### src/rtl/burst_addr_pkg.sv
package burst_addr_pkg;

    localparam int SIZE_W = 3;
    localparam int LEN_W  = 8;

    typedef enum logic [1:0] {
        BT_FIXED = 2'b00,
        BT_INCR  = 2'b01,
        BT_WRAP  = 2'b10,
        BT_RSVD  = 2'b11
    } burst_e;

    typedef enum logic [1:0] {
        STEP_HOLD   = 2'd0,
        STEP_LINEAR = 2'd1,
        STEP_FOLD   = 2'd2
    } step_e;

    typedef struct packed {
        step_e              step;
        logic [SIZE_W-1:0]  size;
        logic [LEN_W-1:0]   len;
        logic               err;
    } plan_t;

    function automatic logic wrap_len_ok(input logic [LEN_W-1:0] len);
        return (len == 8'd1) || (len == 8'd3) || (len == 8'd7) || (len == 8'd15);
    endfunction

endpackage

### src/rtl/burst_req_decode.sv
module burst_req_decode
    import burst_addr_pkg::*;
#(
    parameter int AW = 32
) (
    input  logic [AW-1:0]     addr,
    input  logic [SIZE_W-1:0] size,
    input  logic [LEN_W-1:0]  len,
    input  logic [1:0]        burst,
    output plan_t             plan
);
    logic [AW-1:0] low_mask;
    logic          misaligned;

    always_comb begin
        low_mask   = (AW'(1) << size) - AW'(1);
        misaligned = (addr & low_mask) != '0;
        plan.size  = size;
        plan.len   = len;
        plan.err   = 1'b0;
        plan.step  = STEP_LINEAR;
        unique case (burst_e'(burst))
            BT_FIXED: plan.step = STEP_HOLD;
            BT_INCR:  plan.step = STEP_LINEAR;
            BT_WRAP: begin
                if (wrap_len_ok(len) && !misaligned) begin
                    plan.step = STEP_FOLD;
                end else begin
                    plan.err  = 1'b1;
                end
            end
            default:  plan.err = 1'b1;
        endcase
    end
endmodule

### src/rtl/burst_addr_step.sv
module burst_addr_step
    import burst_addr_pkg::*;
#(
    parameter int AW = 32
) (
    input  logic          clk,
    input  logic          rst,
    input  logic          load,
    input  logic [AW-1:0] load_addr,
    input  logic          adv,
    input  plan_t         plan,
    output logic [AW-1:0] addr
);
    logic [AW-1:0] nbytes;
    logic [AW-1:0] blk_mask;
    logic [AW-1:0] aligned;
    logic [AW-1:0] stepped;
    logic [AW-1:0] next_addr;

    always_comb begin
        nbytes    = AW'(1) << plan.size;
        blk_mask  = ((AW'(plan.len) + AW'(1)) << plan.size) - AW'(1);
        aligned   = addr & ~(nbytes - AW'(1));
        stepped   = aligned + nbytes;
        unique case (plan.step)
            STEP_HOLD:  next_addr = addr;
            STEP_FOLD:  next_addr = (addr & ~blk_mask) | (stepped & blk_mask);
            default:    next_addr = stepped;
        endcase
    end

    always_ff @(posedge clk) begin
        if (rst) begin
            addr <= '0;
        end else if (load) begin
            addr <= load_addr;
        end else if (adv) begin
            addr <= next_addr;
        end
    end

    p_fixed_hold_r4: assert property (@(posedge clk) disable iff (rst)
        (adv && !load && plan.step == STEP_HOLD) |=> (addr == $past(addr)));

    p_linear_step_r5: assert property (@(posedge clk) disable iff (rst)
        (adv && !load && plan.step == STEP_LINEAR) |=> (addr > $past(addr) || addr == '0));

    p_fold_stays_r6: assert property (@(posedge clk) disable iff (rst)
        (adv && !load && plan.step == STEP_FOLD) |=>
            ((addr & ~blk_mask) == ($past(addr) & ~blk_mask)));
endmodule

### src/rtl/burst_beat_count.sv
module burst_beat_count
    import burst_addr_pkg::*;
(
    input  logic             clk,
    input  logic             rst,
    input  logic             load,
    input  logic [LEN_W-1:0] len,
    input  logic             adv,
    output logic             last
);
    logic [LEN_W-1:0] remain;

    always_ff @(posedge clk) begin
        if (rst) begin
            remain <= '0;
        end else if (load) begin
            remain <= len;
        end else if (adv && remain != '0) begin
            remain <= remain - 1'b1;
        end
    end

    assign last = (remain == '0);

    p_count_down_r7: assert property (@(posedge clk) disable iff (rst)
        (adv && !load && !last) |=> (remain == $past(remain) - 1'b1));
endmodule

### src/rtl/burst_addr_gen.sv
module burst_addr_gen
    import burst_addr_pkg::*;
#(
    parameter int AW = 32
) (
    input  logic              clk,
    input  logic              rst,
    input  logic              req_valid,
    output logic              req_ready,
    input  logic [AW-1:0]     req_addr,
    input  logic [SIZE_W-1:0] req_size,
    input  logic [LEN_W-1:0]  req_len,
    input  logic [1:0]        req_burst,
    output logic              beat_valid,
    input  logic              beat_ready,
    output logic [AW-1:0]     beat_addr,
    output logic              beat_last,
    output logic              beat_err
);
    plan_t plan_d;
    plan_t plan_q;
    logic  busy;
    logic  req_fire;
    logic  beat_fire;
    logic  cnt_last;

    assign req_ready = !busy;
    assign req_fire  = req_valid && req_ready;
    assign beat_fire = beat_valid && beat_ready;

    burst_req_decode #(.AW(AW)) u_decode (
        .addr  (req_addr),
        .size  (req_size),
        .len   (req_len),
        .burst (req_burst),
        .plan  (plan_d)
    );

    always_ff @(posedge clk) begin
        if (rst) begin
            busy   <= 1'b0;
            plan_q <= '0;
        end else if (req_fire) begin
            busy   <= 1'b1;
            plan_q <= plan_d;
        end else if (beat_fire && cnt_last) begin
            busy   <= 1'b0;
        end
    end

    burst_addr_step #(.AW(AW)) u_step (
        .clk       (clk),
        .rst       (rst),
        .load      (req_fire),
        .load_addr (req_addr),
        .adv       (beat_fire && !cnt_last),
        .plan      (plan_q),
        .addr      (beat_addr)
    );

    burst_beat_count u_count (
        .clk  (clk),
        .rst  (rst),
        .load (req_fire),
        .len  (req_len),
        .adv  (beat_fire),
        .last (cnt_last)
    );

    assign beat_valid = busy;
    assign beat_last  = busy && cnt_last;
    assign beat_err   = busy && plan_q.err;

    p_idle_only_r2: assert property (@(posedge clk) disable iff (rst)
        beat_valid |-> !req_ready);

    p_first_addr_r3: assert property (@(posedge clk) disable iff (rst)
        req_fire |=> (beat_valid && beat_addr == $past(req_addr)));

    p_end_drop_r7: assert property (@(posedge clk) disable iff (rst)
        (beat_fire && beat_last) |=> (!beat_valid && req_ready));

    p_stall_hold_r8: assert property (@(posedge clk) disable iff (rst)
        (beat_valid && !beat_ready) |=>
            (beat_valid && $stable(beat_addr) && $stable(beat_last)));

    p_last_valid_r7: assert property (@(posedge clk) disable iff (rst)
        beat_last |-> beat_valid);
endmodule

### config.mk
export PLATFORM = sky130hd
export DESIGN_NAME = burst_addr_gen
export DESIGN_NICKNAME = d
export VERILOG_FILES = /design/src/rtl/burst_addr_pkg.sv /design/src/rtl/burst_req_decode.sv /design/src/rtl/burst_addr_step.sv /design/src/rtl/burst_beat_count.sv /design/src/rtl/burst_addr_gen.sv
export SDC_FILE = /design/constraint.sdc
export NUM_CORES = 1
export LEC_CHECK = 0
export BUFFER_PORTS_ARGS = -buffer_cell sky130_fd_sc_hd__buf_2
export CORE_ASPECT_RATIO = 0.9
export CORE_UTILIZATION = 58
export CTS_CLUSTER_SIZE = 8
export DETAILED_ROUTE_END_ITERATION = 16
export HOLD_SLACK_MARGIN = 0.03
export PLACE_DENSITY = 0.88
export SLEW_MARGIN = 20
export SYNTH_ARGS = -nofsm -noshare
export SYNTH_HDL_FRONTEND = slang
export SYNTH_SLANG_ARGS = --single-unit
### constraint.sdc
create_clock -name clk -period 5.5 [get_ports clk]
set_input_delay 0.825 -clock clk [delete_from_list [all_inputs] [get_ports clk]]
set_output_delay 0.825 -clock clk [all_outputs]
set_load 0.02 [all_outputs]
# Word-level counts from Yosys, hierarchy flattened
# Cells that the tools add are included.
# op_classes
addsub,6
n_mul,0
div,0
n_lt_le_gt_ge,0
n_eq_ne,8
n_shift,3
n_mux,11
n_bitwise,7
n_reduce_logical,24
# ops
operator,n
32-bit AND,4
32-bit two-way mux,2
32-bit NOT,2
32-bit case mux with 2 select lines,1
1-bit by 3-bit left shift with 32-bit output (first input constant),2
32-bit by 1-bit subtractor with 32-bit output (second input constant),2
32-bit adder,1
32-bit OR,1
32-bit nonzero test,1
32-bit by 3-bit left shift with 32-bit output,1
32-bit by 2-bit subtractor with 32-bit output (second input constant),1
8-bit two-way mux,2
8-bit by 1-bit adder with 9-bit output (second input constant),1
8-bit by 1-bit equality test with 1-bit output (second input constant),1
8-bit by 2-bit equality test with 1-bit output (second input constant),1
8-bit by 3-bit equality test with 1-bit output (second input constant),1
8-bit by 4-bit equality test with 1-bit output (second input constant),1
1-bit logical AND,8
8-bit zero test,1
8-bit nonzero test,1
8-bit by 1-bit subtractor with 8-bit output (second input constant),1
2-bit nonzero test,3
2-bit equality test (second input constant),2
2-bit zero test,2
10 further kinds,16
# totals
ff_bits,55
latch_bits,0
ram_bits,0
romBits,0
input_bits,49
out_inout_bits,36
word_cells,66
memories,0

# Depth between registers and ports, before layout
# Gate-level depths: netlist of run 1.
# depth
word_depth,10
ltp_mapped,18

# Cells and area by module
# Synthesis of run 1 repeated with hierarchy kept, for this count alone.
# unflattened
cells_unflattened,758
hier_area_um2,5561.6
# modules_own_cells
module,n_inst,cells_each,area_each_um2,seq_area_each_um2
burst_addr_step,1,573,3916.3,640.6
burst_addr_gen,1,72,754.5,300.3
burst_beat_count,1,59,515.5,160.2
burst_req_decode,1,54,375.4,0.0

# Worst setup path before layout of run 1
# No wires, ideal clock.
# synth_path
kind,register to register
startpoint,register plan_q[11] (netlist name)
endpoint,register (tool-made name)
setup_time_ps,119
arrival_ps,4115
required_time_ps,5381
path_slack_ps,1267
stages_incl_launch_ff,19
path_buffers,5
path_cell_list,dfxtp_1 clkbuf_1 clkbuf_1 clkbuf_1 clkbuf_1 and3_1 inv_1 ha_1 and2_1 ha_1 clkbuf_1 nand3_1 o2bb2ai_1 a41o_1 nand2_1 or4_1 nor3b_1 o31ai_1 o221a_2
# synth_lines
element,line,source
"start, declared",burst_addr_gen.sv:21,plan_t plan_q;
"start signal, assigned",burst_addr_gen.sv:45,plan_q <= plan_d;

==> metrics, run 1 <==
Max FO, Critical Path 21; vias per cell 6.975; RSZ-0062 raised after global routing false; first-pass GRT wire length roughly 27000 um; syn_nets a little under 800; pwr dens between 200 and 250 nW/um2; cts bufs inserted 5; placed cell areas 5445 um2; total grt overflow 0; most area-hungry cell type in the Yosys netlist dfxtp_1; Layout area overhead 9.346%; root buf cell clkbuf_8; Antenna Nets Post-Route 0; CTS tree done; die height ~90 um; antenna cell count 0; Layout Cell Area excl Fill 5548 um2; initial DRC count roughly 760; die width just over 100 um; initial antenna violation count 0; WL final 16730 um; row cnt 31; layout cells sized above 1 0.1597; gr usage total 0.3679; Post-CTS Resized 0; setup violators final 0; met2 Use GR 0.5400; routing usage on met1 0.5245; Worst Setup Path Type reg2reg; I/O pins 85; postcts setup bufs 0; asr flop ratio synth 0; cts hold-fix bufs 0; WL/cell between 15 and 20 um; largest net degree at the start of global routing 43; Clock Skew 0.008047 ns; area fraction of the dominant cell type after synthesis 0.2170; synth cell count leaders 92 x nand2_1, 64 x nor2_1, 55 x dfxtp_1; htree depth 2; CP Launch Type register; most frequent cell after synthesis nand2_1; first-pass detailed-route iteration total 7; static leakage 2.046 nW; routed vias 6131; vias in the first global route 5471; gate count after technology mapping approximately 720; Synth cell types 85; DRC 0; die area 9126 um2; warning count from the yosys run 0; Layout Nets 822; area of the core 8262 um2; Fillers ~740; worst hold margin 0.4740 ns; synthesized cell area 5074 um2; slowest stage cell, crit path dfxtp_1; CP arrival 4.51 ns; sequential area share after synthesis 0.2170; top_reg_cell synth dfxtp_1; fin crit period 4.275 ns; setup TNS 0 ns; Fmax 233.9 MHz; Post-synth EDFFs 0; placer congestion estimate between 0.9 and 1; CTS sink count 55; Initial Util 0.6141; maximum clock path buffer count 2; Post-DP HPWL 12430 um; #FFs+latches synth 55; Least-Margin Pin Slew 0.8271 ns; top cells by area, synth dfxtp_1 22%, nand2_1 6.8%, a21oi_1 5.1%, o21ai_0 5.1%, nor2_1 4.7%; met3 Track Usage GR 0.07817; Clock transition at path regs 0.12 ns; family with the most delay on the worst path compound AO/OA/AOI/OAI gates; final hold vios 0; Port Buffers 84; crit end category register; fin crit share 0.7772; Hold Crit Class reg2reg; max-cap violations 0; crit-path cells ha_1, and2_1, o21ai_1, and3_1, o31ai_1, nor3b_2, nand2_1, o31ai_2, o21ai_0, a32o_1; Buf/Inv on CP 0; Overall Power 1.158 mW; Critical Path RT 5.73 ns; Slew HR 0.4486; grt peak-use layer met2; Slew Limit Fails 0; maximum vdd drop 149.1 uV; slowest stage delay, CP approximately 0.76 ns; status complete, no violations; syn_area_per_cell 7.096 um2; Worst-Skew Late Latency 0.33 ns
==> placed cells by master (no fill, tap or decap), drive strengths merged, types with 5 or more instances in the layout <==
| cell type | netlist | routed |
|---|---|---|
| ha | 10 | 10 |
| nor3b | 7 | 7 |
| nand2b | 6 | 6 |
| clkbuf | 27 | 5 |
| a21oi | 53 | 53 |
| nor2 | 65 | 65 |
| mux2i | 6 | 6 |
| and2 | 13 | 13 |
| nand4 | 15 | 15 |
| or3 | 10 | 10 |
| inv | 24 | 25 |
| nor4 | 9 | 9 |
| a211oi | 17 | 17 |
| o41ai | 8 | 8 |
| o31ai | 11 | 11 |
| buf | 22 | 90 |
| nor3 | 25 | 25 |
| a31oi | 20 | 20 |
| or2 | 5 | 5 |
| xnor2 | 16 | 16 |
| dfxtp | 55 | 55 |
| o211ai | 7 | 7 |
| a32o | 11 | 11 |
| o21ai | 53 | 53 |
| nand3 | 21 | 21 |
| xor2 | 6 | 6 |
| nand2 | 92 | 92 |
| nor2b | 9 | 9 |
| and3 | 6 | 6 |
| nand3b | 6 | 6 |
==> worst paths after layout <==
check	from	to	slack (ns)	cells past startpoint
setup / recovery	plan_q[1]	register	1.23	10
setup reg to reg	plan_q[1]	register	1.23	10
hold reg to reg	plan_q[0]	plan_q[0]	0.47	2
hold / removal	plan_q[0]	plan_q[0]	0.47	2
==> final cells by class <==
class / count / area [um2] / area share
clock buffers: 5 / 68.82 / 0.01240
clock inverters: 3 / 33.78 / 0.006089
inverters: 25 / 93.84 / 0.01691
multi-input cells: 586 / 3641 / 0.6563
flip-flops and latches: 55 / 1101 / 0.1985
well taps: 115 / 143.9 / 0.02594
repair buffers: 90 / 465.4 / 0.08390
==> kinds of logic (layout without fill, tap and decap cells) <==
logic type      count (synthesis)  count (layout)  synth area share
buf+inv                        74             123           0.06683
xor+xnor                       22              22           0.03798
compound gates                245             245            0.3364
fa+ha+maj                      10              10           0.02466
mux                             6               6           0.01184
simple gates                  303             303            0.3053
flops                          55              55            0.2170
==> through the flow <==
stage,util,setup slack (ns),instances
after floorplan,-,1.267,715
after CTS,0.6715,1.353,879
after global placement,0.6591,1.607,871
after detailed placement,0.6591,1.384,871
after global routing,0.6715,0.8783,879
final,0.6715,1.225,879
==> worst reg2reg max path, cell delays in order, from the launching register on <==
cell and delay, ns:
dfxtp_1 0.76, ha_1 0.51, and2_1 0.25, o21ai_1 0.15, and3_1 0.26, o31ai_1 0.60
nor3b_2 0.38, nand2_1 0.26, o31ai_2 0.52, o21ai_0 0.20, a32o_1 0.29
==> metal layers <==
metal  up-vias  part of all wire  routed length, um
li1       2795                 -                  -
met1      2807              0.41               6842
met2       475              0.44               7336
met3        54              0.13               2108
met4         0             0.026                440
met5         -                 0                  0
==> report_power, final <==
group	total, mW	internal [mW]	switching [mW]	leakage [nW]
clock	0.261	0.0965	0.165	0.0515
sequential	0.487	0.430	0.0571	0.452
combinational	0.410	0.150	0.259	1.54
Power figures use the tool's default switching activity.
==> run 2, diff against run 1 <==
- ABC_AREA: unset -> 1
- CORE_UTILIZATION: 58 -> 59
- PLACE_DENSITY: 0.88 -> 0.89
- clock period: 5.5 -> 4.5 ns (I/O delays scaled with it)
==> run 2 against run 1 <==
  * Power grew 37%
  * Sequential power rose by 22%
  * Critical path depth increased by 10
  * Critical path type unchanged
  * Largest power group is now combinational logic
==> metrics, run 2 <==
I/O pins between 80 and 90; Fmax 291.1 MHz; Layout area overhead 10.73%; slowest stage cell, crit path dfxtp_1; Port Buffers 84; gr usage total 0.3547; sequential area share after synthesis 0.2034; main combinational cell family by area after synthesis simple AND/OR/NAND/NOR gates; antenna cell count 0; Worst Setup Path Type reg2reg; Post-CTS Resized 0; sw frac 0.4504; warning count from the yosys run 0; Clock Skew 0.01492 ns; Critical Path Start plan_q[9]; area of the core between 8000 and 9000 um2; placed cell areas 5893 um2; CP Launch Type register; Synth cell types between 50 and 60; synthesized cell area 5413 um2; family with the most delay on the worst path simple AND/OR/NAND/NOR gates; Gate power share 0.418; Layout Nets roughly 1.1k; die height 92.87 um; most frequent cell after synthesis nand2_1; maximum vdd drop 187.2 uV; Slew Limit Fails 0; R2R depth 20; crit end category register; fin crit share 0.7633; crit-path cells inv_2, nor2_1, inv_1, ha_1, nand2_1, inv_1, ha_1, inv_1, nor2_1, nand2_1, nor2_1, nand3_1, nand2_2, nand2_1, o21ai_1, nand2_1, o211ai_1, nand2_1, nor2_1, nor2_1; #FFs+latches synth between 50 and 60; Slew HR 0.3381; syn_area_per_cell 5.833 um2; first-pass GRT wire length between 20000 and 30000 um; cts hold-fix bufs 0; cts bufs inserted 5; Worst-Skew Late Latency 0.34 ns; Synth Area in XOR/XNOR 0.01942; most frequent cells in the layout 267 x nand2_1, 111 x inv_1, 93 x nand3_1, 86 x nor2_1, 84 x buf_2; area fraction of the dominant cell type after synthesis 0.2034; setup violators final 0; DRC 0; r2r setup slk 1.07 ns; Post-synth EDFFs 0; setup TNS 0 ns; status complete, no violations; Switching Power 713.4 uW; vias per cell roughly 5.7; fin crit period 3.435 ns; first-pass detailed-route iteration total 5; clock group share of total power 0.206; maximum clock path buffer count 2; simple-gate share of the synthesized area 0.4651; asr flop ratio synth 0; Post-DP HPWL 12560 um; WL final roughly 16000 um; mux share of post-synthesis cell area 0.001849; Worst R2R Start plan_q[9]; Clock transition at path regs 0.12 ns; slowest stage delay, CP around 0.77 ns; Hold Crit Class reg2reg; row cnt 32; pwr dens around 260 nW/um2; initial antenna violation count 0; Least-Margin Pin Slew ~0.99 ns; most area-hungry cell type in the Yosys netlist dfxtp_1; post-synthesis adder-cell area fraction 0.02312; Layout Cell Area excl Fill 5993 um2; die width between 100 and 150 um; commonest non-fill, non-tap cell in the layout nand2_1; routed vias 6333; htree depth 2; Initial Util 0.6201; syn_nets 987; layout cells sized above 1 0.1834; WL/cell 14.39 um; die area 9561 um2; max-cap violations 0; Critical Path RT 4.73 ns; static leakage 2.818 nW; Antenna Nets Post-Route 0; total grt overflow 0; root buf cell clkbuf_8; Synth Area in Compound Gates 0.1741; Max FO, Critical Path 17; largest net degree at the start of global routing 32; Buf/Inv on CP 4; initial DRC count between 500 and 600; critical path depth 20; Seq pwr share 0.376; RSZ-0062 raised after global routing false; Internal 870.5 uW; CTS sink count 55; synth cell count leaders 267 x nand2_1, 111 x inv_1, 93 x nand3_1; top cells by area, synth dfxtp_1 20%, nand2_1 19%, nand3_1 8.6%, inv_1 7.7%, nor2_1 6.0%; CP arrival between 3 and 4 ns; final hold vios 0; top_reg_cell synth dfxtp_1; vias in the first global route about 5.6k; CTS tree done; postcts setup bufs 0; placer congestion estimate 0.9981; gate count after technology mapping 928
-- run 2: changes by cell type after synthesis, moves of 14 or more --
cell	previous run	this run
inv_1	23	111
o21ai_0	52	38
o21ai_1	1	18
a31oi_1	20	5
nand2_2	0	15
nor2_1	64	87
clkbuf_1	27	13
nand3_1	20	93
nand2_1	92	267
-- run 2: area by class of cell --
class                   count  area [um2]
clock buffers               5       68.82
clock inverters             3       31.28
fillers                   862        2735
inverters                 126       478.0
multi-input cells         720        3707
flip-flops and latches     55        1101
well taps                 119       148.9
repair buffers             89       457.9
-- run 2: how the worst min path moves through the flow --
stage                     from         end  slack [ns]  cells after the start
finish              plan_q[12]  plan_q[12]        0.48                      2
floorplan           plan_q[12]  plan_q[12]        0.45                      2
global placement    plan_q[12]  plan_q[12]        0.46                      2
CTS                 plan_q[12]  plan_q[12]        0.48                      2
detailed placement  plan_q[12]  plan_q[12]        0.46                      2
global route         plan_q[0]   plan_q[0]        0.51                      2
-- run 2: metrics by stage --
step | utilization | instances | total power, mW | hold WS [ns] | setup WS [ns]
2_1_floorplan | - | 928 | 1.080 | 0.4453 | 1.795
5_1_grt | 0.6866 | 1117 | 1.684 | 0.5067 | 0.6739
6_report | 0.6866 | 1117 | 1.584 | 0.4833 | 1.065
3_3_place_gp | 0.6752 | 1109 | 1.240 | 0.4555 | 1.268
3_5_place_dp | 0.6752 | 1109 | 1.251 | 0.4629 | 1.109
4_1_cts | 0.6866 | 1117 | 1.570 | 0.4806 | 1.070
-- run 2: worst reg2reg max path, stage by stage, from the launching register on --
cell	delay, ns
dfxtp_1	0.77
inv_2	0.30
nor2_1	0.23
inv_1	0.06
ha_1	0.28
nand2_1	0.06
inv_1	0.04
ha_1	0.29
inv_1	0.07
nor2_1	0.13
nand2_1	0.08
nor2_1	0.09
nand3_1	0.11
nand2_2	0.15
nand2_1	0.12
o21ai_1	0.17
nand2_1	0.08
o211ai_1	0.10
nand2_1	0.07
nor2_1	0.09
nor2_1	0.04
-- run 2: power by group through the flow --
stage               clock network, mW  registers, mW  logic, mW
finish                          0.326          0.596      0.662
global route                    0.343          0.602      0.738
CTS                             0.327          0.593      0.651
detailed placement                  0          0.604      0.647
global placement                    0          0.603      0.637
floorplan                           0          0.622      0.457
-- run 2: cells by family (layout without fill, tap and decap cells) --
logic type,after synthesis,count (layout)
AO/OA/AOI/OAI,155,155
adder cells (fa/ha/maj),10,10
multiplexers,1,1
AND/OR/NAND/NOR,542,542
buffers and inverters,153,223
flip-flops,55,55
XOR/XNOR,12,12
-- run 2: metal layers --
metal  GRT usage  vias up  wire length, um
met5           0        -                0
met4     0.08216        0              180
met3     0.06566       18             1762
met2      0.5422      316             6871
met1      0.5104     2839             7264
li1            -     3160                -
